===== src/rtl/tmc_pkg.sv =====
package tmc_pkg;

    localparam int NUM_SLOT  = 3;
    localparam int NUM_PIECE = 2 * NUM_SLOT;
    localparam int NUM_SEG   = 2 * NUM_PIECE;
    localparam int NUM_TERM  = 3;
    localparam int NUM_SRC   = 4;
    localparam int SW_W      = NUM_TERM * NUM_SRC;

    typedef enum logic [1:0] {
        RK_ZERO = 2'd0,
        RK_LINE = 2'd1,
        RK_VIRT = 2'd2,
        RK_RSVD = 2'd3
    } rkind_e;

    localparam logic [1:0] SRC_A = 2'd0;
    localparam logic [1:0] SRC_B = 2'd1;
    localparam logic [1:0] SRC_C = 2'd2;
    localparam logic [1:0] SRC_N = 2'd3;

    typedef struct packed {
        logic [1:0] pos;
        logic [1:0] neg;
    } rails_t;

    function automatic rails_t line_rails(input logic [2:0] k);
        rails_t r;
        case (k)
            3'd1:    r = '{pos: SRC_A, neg: SRC_B};
            3'd2:    r = '{pos: SRC_A, neg: SRC_C};
            3'd3:    r = '{pos: SRC_B, neg: SRC_C};
            3'd4:    r = '{pos: SRC_B, neg: SRC_A};
            3'd5:    r = '{pos: SRC_C, neg: SRC_A};
            3'd6:    r = '{pos: SRC_C, neg: SRC_B};
            default: r = '{pos: SRC_A, neg: SRC_A};
        endcase
        return r;
    endfunction

    function automatic rails_t phase_rails(input logic [2:0] k);
        rails_t r;
        case (k)
            3'd1:    r = '{pos: SRC_A, neg: SRC_N};
            3'd2:    r = '{pos: SRC_N, neg: SRC_C};
            3'd3:    r = '{pos: SRC_B, neg: SRC_N};
            3'd4:    r = '{pos: SRC_N, neg: SRC_A};
            3'd5:    r = '{pos: SRC_C, neg: SRC_N};
            3'd6:    r = '{pos: SRC_N, neg: SRC_B};
            default: r = '{pos: SRC_N, neg: SRC_N};
        endcase
        return r;
    endfunction

    function automatic logic [2:0] ring_prev(input logic [2:0] k);
        return (k == 3'd1) ? 3'd6 : k - 3'd1;
    endfunction

    function automatic logic [2:0] ring_next(input logic [2:0] k);
        return (k == 3'd6) ? 3'd1 : k + 3'd1;
    endfunction

    function automatic logic ring_ok(input logic [2:0] k);
        return (k != 3'd0) && (k != 3'd7);
    endfunction

    // bit 2 = terminal a, bit 0 = terminal c; 1 = positive rail
    function automatic logic [2:0] inv_state(input logic [2:0] k);
        logic [2:0] v;
        case (k)
            3'd1:    v = 3'b100;
            3'd2:    v = 3'b110;
            3'd3:    v = 3'b010;
            3'd4:    v = 3'b011;
            3'd5:    v = 3'b001;
            3'd6:    v = 3'b101;
            default: v = 3'b000;
        endcase
        return v;
    endfunction

endpackage


===== src/rtl/tmc_slot_expand.sv =====
module tmc_slot_expand
    import tmc_pkg::*;
#(
    parameter int CNT_W = 15
) (
    input  logic [4:0]       sel,
    input  logic [CNT_W-1:0] dur,
    output rails_t           r_first,
    output rails_t           r_second,
    output logic [CNT_W-1:0] len_first,
    output logic [CNT_W-1:0] len_second,
    output logic             legal
);

    rkind_e     kind;
    logic [2:0] idx;

    always_comb begin
        kind       = rkind_e'(sel[4:3]);
        idx        = sel[2:0];
        r_first    = '{pos: idx[1:0], neg: idx[1:0]};
        r_second   = r_first;
        len_first  = dur;
        len_second = '0;
        legal      = 1'b0;
        case (kind)
            RK_ZERO: begin
                legal = !idx[2];
            end
            RK_LINE: begin
                legal    = ring_ok(idx);
                r_first  = line_rails(idx);
                r_second = r_first;
            end
            RK_VIRT: begin
                legal      = ring_ok(idx) && !dur[0];
                r_first    = phase_rails(ring_prev(idx));
                r_second   = phase_rails(idx);
                len_first  = dur >> 1;
                len_second = dur >> 1;
            end
            default: begin
                legal = 1'b0;
            end
        endcase
    end

endmodule


===== src/rtl/tmc_seg_plan.sv =====
module tmc_seg_plan
    import tmc_pkg::*;
#(
    parameter int CNT_W  = 15,
    parameter int FRAC_W = 8
) (
    input  logic [NUM_PIECE-1:0][CNT_W-1:0] piece_len,
    input  logic [FRAC_W:0]                 share_a,
    output logic [NUM_SEG-1:0][CNT_W-1:0]   seg_end
);

    localparam int PROD_W = CNT_W + FRAC_W + 1;

    logic [NUM_PIECE-1:0][CNT_W-1:0]  len_a;
    logic [NUM_PIECE-1:0][CNT_W-1:0]  len_b;
    logic [NUM_PIECE-1:0][PROD_W-1:0] prod;

    for (genvar g = 0; g < NUM_PIECE; g++) begin : g_piece
        assign prod[g]  = {{(FRAC_W+1){1'b0}}, piece_len[g]} * {{CNT_W{1'b0}}, share_a};
        assign len_a[g] = prod[g][FRAC_W +: CNT_W];
        assign len_b[g] = piece_len[g] - len_a[g];
    end

    always_comb begin
        logic [CNT_W-1:0] acc;
        acc = '0;
        for (int p = 0; p < NUM_PIECE; p++) begin
            acc              = acc + len_a[p];
            seg_end[2*p]     = acc;
            acc              = acc + len_b[p];
            seg_end[2*p + 1] = acc;
        end
    end

endmodule


===== src/rtl/tmc_gate_map.sv =====
module tmc_gate_map
    import tmc_pkg::*;
#(
    parameter int CNT_W = 15
) (
    input  logic [NUM_SEG-1:0][CNT_W-1:0] seg_end,
    input  rails_t [NUM_PIECE-1:0]        rails,
    input  logic [2:0]                    vec_a,
    input  logic [2:0]                    vec_b,
    input  logic [CNT_W-1:0]              pos,
    output logic [SW_W-1:0]               sw
);

    logic [3:0] hit;
    logic [2:0] piece;
    rails_t     cur;
    logic [2:0] vec;

    always_comb begin
        hit = 4'(NUM_SEG - 1);
        for (int j = NUM_SEG - 1; j >= 0; j--) begin
            if (pos < seg_end[j]) begin
                hit = 4'(j);
            end
        end
        piece = hit[3:1];
        cur   = rails[piece];
        vec   = hit[0] ? vec_b : vec_a;
    end

    for (genvar t = 0; t < NUM_TERM; t++) begin : g_term
        logic [1:0] tie;
        assign tie = vec[NUM_TERM-1-t] ? cur.pos : cur.neg;
        assign sw[t*NUM_SRC +: NUM_SRC] = 4'b0001 << tie;
    end

endmodule


===== src/rtl/tmc_pwm_seq.sv =====
module tmc_pwm_seq
    import tmc_pkg::*;
#(
    parameter int CLK_HZ = 125_000_000,
    parameter int SW_HZ  = 6_000,
    parameter int FRAC_W = 8,
    localparam int PERIOD_CYC = CLK_HZ / SW_HZ,
    localparam int CNT_W      = $clog2(PERIOD_CYC + 1)
) (
    input  logic                            clk,
    input  logic                            rst_n,
    input  logic [NUM_SLOT-1:0][4:0]        rvec_sel,
    input  logic [NUM_SLOT-1:0][CNT_W-1:0]  rvec_dur,
    input  logic [2:0]                      inv_sector,
    input  logic [FRAC_W:0]                 inv_da,
    input  logic [FRAC_W:0]                 inv_db,
    output logic                            load_o,
    output logic [SW_W-1:0]                 sw_en_o,
    output logic                            idle_o,
    output logic                            err_o
);

    localparam int SUM_W = CNT_W + 2;
    localparam logic [CNT_W-1:0]  LAST_POS   = CNT_W'(PERIOD_CYC - 1);
    localparam logic [SUM_W-1:0]  PERIOD_SUM = SUM_W'(PERIOD_CYC);
    localparam logic [FRAC_W+1:0] SHARE_FULL = (FRAC_W+2)'(1) << FRAC_W;

    typedef struct packed {
        logic [CNT_W-1:0]               cnt;
        logic                           loaded;
        logic                           err;
        logic [NUM_SEG-1:0][CNT_W-1:0]  ends;
        rails_t [NUM_PIECE-1:0]         rails;
        logic [2:0]                     vec_a;
        logic [2:0]                     vec_b;
    } st_t;

    st_t             st_d, st_q;
    logic [SW_W-1:0] sw_d, sw_q;

    // frame decode
    rails_t [NUM_PIECE-1:0]              in_rails;
    logic   [NUM_PIECE-1:0][CNT_W-1:0]   in_len;
    logic   [NUM_SLOT-1:0]               slot_ok;
    logic   [NUM_SEG-1:0][CNT_W-1:0]     in_ends;
    logic   [SUM_W-1:0]                  dur_sum;
    logic   [FRAC_W+1:0]                 share_sum;
    logic                                sec_ok;
    logic                                frame_ok;
    logic   [SW_W-1:0]                   gate_sw;

    for (genvar s = 0; s < NUM_SLOT; s++) begin : g_slot
        tmc_slot_expand #(.CNT_W(CNT_W)) u_slot (
            .sel        (rvec_sel[s]),
            .dur        (rvec_dur[s]),
            .r_first    (in_rails[2*s]),
            .r_second   (in_rails[2*s + 1]),
            .len_first  (in_len[2*s]),
            .len_second (in_len[2*s + 1]),
            .legal      (slot_ok[s])
        );
    end

    tmc_seg_plan #(.CNT_W(CNT_W), .FRAC_W(FRAC_W)) u_plan (
        .piece_len (in_len),
        .share_a   (inv_da),
        .seg_end   (in_ends)
    );

    always_comb begin
        dur_sum = '0;
        for (int s = 0; s < NUM_SLOT; s++) begin
            dur_sum = dur_sum + SUM_W'(rvec_dur[s]);
        end
        share_sum = {1'b0, inv_da} + {1'b0, inv_db};
        sec_ok    = ring_ok(inv_sector);
        frame_ok  = (&slot_ok) && (dur_sum == PERIOD_SUM)
                    && (share_sum == SHARE_FULL) && sec_ok;
    end

    // next state
    always_comb begin
        st_d = st_q;
        if (st_q.cnt == LAST_POS) begin
            st_d.cnt = '0;
            if (frame_ok) begin
                st_d.loaded = 1'b1;
                st_d.err    = 1'b0;
                st_d.ends   = in_ends;
                st_d.rails  = in_rails;
                st_d.vec_a  = inv_state(inv_sector);
                st_d.vec_b  = inv_state(ring_next(inv_sector));
            end else begin
                st_d.err    = 1'b1;
            end
        end else begin
            st_d.cnt = st_q.cnt + 1'b1;
        end
    end

    tmc_gate_map #(.CNT_W(CNT_W)) u_gate (
        .seg_end (st_d.ends),
        .rails   (st_d.rails),
        .vec_a   (st_d.vec_a),
        .vec_b   (st_d.vec_b),
        .pos     (st_d.cnt),
        .sw      (gate_sw)
    );

    assign sw_d = st_d.loaded ? gate_sw : '0;

    always_ff @(posedge clk) begin
        if (!rst_n) begin
            st_q <= '0;
            sw_q <= '0;
        end else begin
            st_q <= st_d;
            sw_q <= sw_d;
        end
    end

    assign load_o  = (st_q.cnt == LAST_POS);
    assign sw_en_o = sw_q;
    assign idle_o  = !st_q.loaded;
    assign err_o   = st_q.err;

endmodule


===== config.mk =====
export PLATFORM = sky130hd
export DESIGN_NAME = tmc_pwm_seq
export DESIGN_NICKNAME = d
export VERILOG_FILES = /design/src/rtl/tmc_pkg.sv /design/src/rtl/tmc_slot_expand.sv /design/src/rtl/tmc_seg_plan.sv /design/src/rtl/tmc_gate_map.sv /design/src/rtl/tmc_pwm_seq.sv
export SDC_FILE = /design/constraint.sdc
export NUM_CORES = 2
export LEC_CHECK = 0
export BUFFER_PORTS_ARGS = -buffer_cell sky130_fd_sc_hd__clkbuf_2
export CORE_MARGIN = 1.5
export CORE_UTILIZATION = 41
export DETAILED_ROUTE_END_ITERATION = 12
export SLEW_MARGIN = 30
export SYNTH_ARGS = -nofsm -noshare
export SYNTH_HDL_FRONTEND = slang
export SYNTH_SLANG_ARGS = --single-unit

===== constraint.sdc =====
create_clock -name clk -period 21.2 [get_ports clk]
set_clock_uncertainty 0.15 [all_clocks]
set_input_delay 2.12 -clock clk [delete_from_list [all_inputs] [get_ports clk]]
set_output_delay 2.12 -clock clk [all_outputs]
set_load 0.02 [all_outputs]

### Yosys cells after proc, flatten, opt, wreduce, memory -nomap -nowiden

Index checks and enable logic that the tools add are counted.

| cells by class | value |
|---|---|
| multiplexer cells | 52 |
| reduce and logical (&&, ||, !) cells | 27 |
| equal/unequal tests | 61 |
| $mul | 6 |
| $add $sub $neg | 25 |
| shifts and indexed selects | 3 |
| $lt $le $gt $ge | 12 |

Operator list:

| cell | number |
|---|---|
| $pmux 4 s6 | 9 |
| $mux 212 | 1 |
| $mux 210 | 1 |
| $add 15x15->15 | 11 |
| $lt 15x15->1 | 11 |
| $eq 3x3->1 const B | 24 |
| $mul 14x9->23 | 3 |
| $mul 15x9->23 | 3 |
| $mux 15 | 4 |
| $eq 3x2->1 const B | 16 |
| $pmux 4 s2 | 6 |
| $sub 14x15->15 | 3 |
| $sub 15x15->15 | 3 |
| $mux 14 | 3 |
| $mux 4 | 9 |
| $pmux 3 s6 | 2 |
| $eq 3x1->1 const B | 8 |
| $add 16x15->17 | 1 |
| $eq 17x15->1 const B | 1 |
| $add 15x15->16 | 1 |
| $add 15x1->15 const B | 1 |
| $eq 15x15->1 const B | 1 |
| $mux 3 | 5 |
| $bmux 4 s3 | 1 |
| 18 further kinds | 58 |

| storage, ports and cells | value |
|---|---|
| output and inout port bits | 15 |
| flip-flop bits (word level) | 239 |
| input bits | 83 |
| logic and storage cells | 216 |

### Longest topological paths before layout

| depth | value |
|---|---|
| depth in word-level cells | 33 |
| mapped depth | 88 |
| mapped depth without buffers | 84 |

### By module

From an unflattened synthesis, not the netlist that was laid out.

| unflattened totals | value |
|---|---|
| cell total of the unflattened synthesis | 6112 |
| area, all modules | 51269.2 sq um |

Modules (own cells, without submodules):

| module | area each (sq um) | cells an instance | seq. area each (sq um) | instances |
|---|---|---|---|---|
| tmc_seg_plan | 30829.6 | 3734 | 0.0 | 1 |
| tmc_pwm_seq | 13827.0 | 1468 | 4784.6 | 1 |
| tmc_gate_map | 4345.4 | 610 | 0.0 | 1 |
| tmc_slot_expand | 755.7 | 100 | 0.0 | 3 |

### Least setup slack after synthesis

OpenSTA, ideal clock, no wires.

| timing path | value |
|---|---|
| path kind | input to register |
| start point | input rvec_sel[3] (netlist name) |
| end point | register sw_q[7], in the netlist sw_en_o[7] |
| setup time | 0.092 ns |
| arrival | 19.791 ns |
| required time | 20.958 ns |
| path buffers | 5 |
| stages | 83 |
| path slack | 1.167 ns |
| cell sequence | inv_1 -> ha_1 -> clkbuf_1 -> clkbuf_1 -> clkbuf_1 -> and2_1 -> clkbuf_1 -> a21o_1 -> clkbuf_1 -> nand2_1 -> fa_1 -> inv_1 -> fa_1 -> inv_1 -> fa_1 -> inv_1 -> fa_1 -> ha_1 -> [47 not listed] -> xor2_1 -> ha_1 -> a21oi_1 -> xnor2_1 -> xnor2_1 -> xnor2_1 -> a21o_1 -> ha_1 -> a21oi_1 -> o211ai_1 -> a211o_1 -> a21oi_1 -> o21ai_0 -> a311oi_2 -> o22ai_2 -> mux4_2 -> nand3b_1 -> o32ai_1 |

| on the way | value |
|---|---|
| word-level cells in the longest chain between the ends | 31 |
| elaborated cells on any way between the ends | 57 |
| those cells by class | add/sub: 12; mul: 2; order compare: 11; eq/ne: 2; shift: 1; mux: 23; reduce/logical: 6 |

RTL lines:

| element | line | source |
|---|---|---|
| from (decl) | tmc_pwm_seq.sv:12 | `input logic [NUM_SLOT-1:0][4:0] rvec_sel,` |
| $eq 2x2->1 | tmc_slot_expand.sv:26 | `case (kind)` |
| $mux 15 | tmc_slot_expand.sv:26 |  |
| $mul 15x9->23 | tmc_seg_plan.sv:19 | `assign prod[g] = {{(FRAC_W+1){1'b0}}, piece_len[g]} * {{CNT_W{1'b0}}, share_a};` |
| $sub 15x15->15 | tmc_seg_plan.sv:21 | `assign len_b[g] = piece_len[g] - len_a[g];` |
| $add 15x15->15 | tmc_seg_plan.sv:30 | `acc = acc + len_b[p];` |
| $add 15x15->15 | tmc_seg_plan.sv:28 | `acc = acc + len_a[p];` |
| $add 15x15->15 | tmc_seg_plan.sv:30 |  |
| $add 15x15->15 | tmc_seg_plan.sv:28 |  |
| [7 not listed] | - |  |
| $mux 212 (*) | tmc_pwm_seq.sv:84 | `if (st_q.cnt == LAST_POS) begin` |
| $lt 15x15->1 | tmc_gate_map.sv:22 | `if (pos < seg_end[j]) begin` |
| $mux 1 | tmc_gate_map.sv:22 |  |
| $mux 2 (2 in a row) | tmc_gate_map.sv:22 |  |
| $mux 4 (8 in a row) | tmc_gate_map.sv:22 |  |
| $mux 3 | tmc_gate_map.sv:28 | `vec = hit[0] ? vec_b : vec_a;` |
| $mux 2 | tmc_gate_map.sv:33 | `assign tie = vec[NUM_TERM-1-t] ? cur.pos : cur.neg;` |
| $shl 1x2->4 | tmc_gate_map.sv:34 | `assign sw[t*NUM_SRC +: NUM_SRC] = 4'b0001 << tie;` |
| to (signal assigned) | tmc_pwm_seq.sv:118 | `sw_q <= sw_d;` |
| to (decl) | tmc_pwm_seq.sv:39 | `logic [SW_W-1:0] sw_d, sw_q;` |

Every way passes the cells marked *; elsewhere a longest branch is shown, timed or not. The select of a mux whose other input is x is not followed.
A chain may end at the register's enable or synchronous reset.

### Final worst setup path

| timing path | value |
|---|---|
| start point | input rvec_sel[3] (netlist name) |
| end point | register sw_q[11], in the netlist sw_en_o[11] |

Same word-level chain as after synthesis.

==> impl_metrics.env <==
export IMPL_status="finished clean"
export IMPL_cts_buffers=28
export IMPL_setup_slack_ns=0.9535
export IMPL_yosysWarnings=0
export IMPL_critPathKind="input port to flop"
export IMPL_die_height_um=333.8
export IMPL_cp_arrival_ns=20.57
export IMPL_worstHoldStart="st_q[3]$_SDFF_PN0_"
export IMPL_insertion_delay_ns=0.59
export IMPL_syn_mean_instance_area_sq_um=8.393
export IMPL_cts_htree_levels=1
export IMPL_whs_endpoint="st_q[3]$_SDFF_PN0_"
export IMPL_cp_required_ns=21.52
export IMPL_synthCells=5346
export IMPL_antenna_found_initial=5
export IMPL_avgRoutedWirePerCell_um=20.52
export IMPL_cts_tree="done"
export IMPL_crit_top_cell="ha_1"
export IMPL_grt_pass1_wl_um=218300
export IMPL_place_port_buffers=97
export IMPL_rrSetupSlack_ns=12.68
export IMPL_drc_errors=0
export IMPL_cp_slowest_stage_delay_ns=0.66
export IMPL_path_clk_slew_ns=0.06
export IMPL_overflow=0
export IMPL_dieWidth_um=333.8
export IMPL_setup_viol=0
export IMPL_gp_congestion=0.9551
export IMPL_routed_via_density=5.504
export IMPL_grt_pass1_vias=37690
export IMPL_syn_num_nets=6611
export IMPL_drive_gt1_frac=0.07854
export IMPL_r2r_end="sw_en_o[6]$_SDFF_PN0_"
export IMPL_hpwl_um=110900
export IMPL_cts_num_sinks=224
export IMPL_grt_usage=0.2510
export IMPL_reg2regPathDepth=24
export IMPL_crit_path_top_delay_cell="or4b_2"
export IMPL_slew_viol_final=0
export IMPL_synth_top_cell_area_share=0.2677
export IMPL_ant_nets=0
export IMPL_hold_violations=0
export IMPL_crit_path_start="rvec_sel[3]"
export IMPL_grt_max_degree=85
export IMPL_tightest_slew_ns=1.082
export IMPL_ys_seq_elements=224
export IMPL_cp_max_fo=7
export IMPL_drtIter0Drc=2785
export IMPL_filler_cell_count=10740
export IMPL_fp_row_count=121
export IMPL_clockBufferDepth=3
export IMPL_max_freq_mhz=49.39
export IMPL_pre_cts_ws_ns=0.01719
export IMPL_holdBufCountCts=0
export IMPL_hold_slack_ns=0.3045
export IMPL_async_flop_share=0
export IMPL_setup_tns_ns=0
export IMPL_root_buffer="clkbuf_16"
export IMPL_worstSetupStartpointType="input port"
export IMPL_ios=98
export IMPL_area_growth_pct=8.324
export IMPL_regToRegStartpoint="st_q[216]$_SDFF_PN0_"
export IMPL_dp_cells=6745
export IMPL_dr_total_vias=37430
export IMPL_hp_class="flop to flop"
export IMPL_core_sq_um=108700
export IMPL_synth_distinct_cells=102
export IMPL_synth_edf_count=0
export IMPL_ys_seq_area_frac=0.09994
export IMPL_start_util=0.4128
export IMPL_synth_top_cell_by_area="fa_1"
export IMPL_drt_pre_antenna_iters=5
export IMPL_post_route_min_period_ns=20.25
export IMPL_end_kind="flop"
export IMPL_synth_ff_type="dfxtp_1"
export IMPL_hold_path_depth=2
export IMPL_syn_area_sq_um=44870
export IMPL_stdcell_count=6801
export IMPL_synthTopCellsByArea="fa_1, ha_1, dfxtp_1"
export IMPL_drt_wl_total_um=139500
export IMPL_maxCapViolCount=0
export IMPL_period_share=0.9550
export IMPL_fin_nets=6630
export IMPL_die_area_sq_um=111400
export IMPL_max_slew_margin_rel=0.2724
## cell families after synthesis
family	after synthesis	share of synthesized area
adder cells (fa/ha/maj)	1182	0.4300
buffers and inverters	992	0.08335
XOR/XNOR	233	0.04662
multiplexers	171	0.03976
AND/OR/NAND/NOR	1779	0.1892
flip-flops	224	0.09994
AO/OA/AOI/OAI	765	0.1111
## flip-flops by register name (all words and copies together), names as in the netlist
register	flops
err_o	1
st_q	211
sw_en_o	12
## cell usage after synthesis (14+ instances only)
master,n
a211oi_1,24
a21boi_0,26
a21o_1,98
a21oi_1,260
a31oi_1,20
and2_1,183
and3_1,143
clkbuf_1,216
dfxtp_1,224
fa_1,600
ha_1,582
inv_1,756
mux2_2,35
mux2i_1,133
nand2_1,669
nand2b_1,27
nand3_1,61
nand4_1,49
nor2_1,384
nor2b_1,68
nor3_1,91
nor4_1,14
o211ai_1,21
o21a_1,19
o21ai_0,121
o21bai_1,41
or3_1,24
xnor2_1,169
xor2_1,60
## layer usage
metal	global-route usage	vias to the layer above	share of wire
met5	0	-	0.00017
met4	0.07611	4	0.034
met3	0.02372	196	0.059
met2	0.4171	1055	0.46
met1	0.3447	18640	0.44
li1	-	17540	-
## through the flow
step | util | area, sq um
after detailed placement | 0.4346 | 47240
after floorplan | - | 44870
after global routing | 0.4471 | 48600
after CTS | 0.4439 | 48250
final | 0.4471 | 48600
after global placement | 0.4345 | 47240
## cell usage in the layout (no fill, tap or decap), types with 35 or more instances in the layout
cell      synthesis  layout
inv_1           756     756
nand2_1         669     668
fa_1            600     599
ha_1            582     572
nor2_1          384     379
a21oi_1         260     249
dfxtp_1         224     224
and2_1          183     183
xnor2_1         169     146
and3_1          143     143
mux2i_1         133     132
buf_4             2     131
o21ai_0         121     115
a21o_1           98      98
clkbuf_2          1      91
nor3_1           91      90
nor2b_1          68      67
nand3_1          61      61
xor2_1           60      55
nand4_1          49      49
o21bai_1         41      40
mux2_2           35      35
## critical path, delay by kind of cell
family	cells	cell delay, ns
fa+ha+maj	21	7.85
compound gates	29	4.80
simple gates	12	2.56
xor+xnor	9	1.53
buf+inv	10	1.16
mux	1	0.49
## how the worst max path moves through the flow
stage                        endpoint  cells after the start
2_1_floorplan   sw_en_o[7]$_SDFF_PN0_                     83
3_3_place_gp    sw_en_o[7]$_SDFF_PN0_                     82
3_5_place_dp    sw_en_o[7]$_SDFF_PN0_                     82
4_1_cts         sw_en_o[7]$_SDFF_PN0_                     82
5_1_grt         sw_en_o[7]$_SDFF_PN0_                     82
6_report       sw_en_o[11]$_SDFF_PN0_                     82
## area by class of cell
type	instances	area, sq um	share of cell area
clock inverters	15	216.5	0.004453
multi-input cells	4130	37050	0.7622
clock buffers	36	792.0	0.01630
flip-flops and latches	224	4484	0.09226
repair buffers	223	1444	0.02971
diodes	1	2.502	0.00005149
well taps	1414	1769	0.03640
inverters	758	2850	0.05864
## repair_timing
action,4_1_cts,5_1_grt
buffers inserted,0,4
endpoints found under the setup margin,0,12
endpoints found under the hold margin,0,0
gates resized for setup,0,67
Power is not shown: default switching activity piles up to over one toggle a cycle in this logic, so the estimate is an artifact.
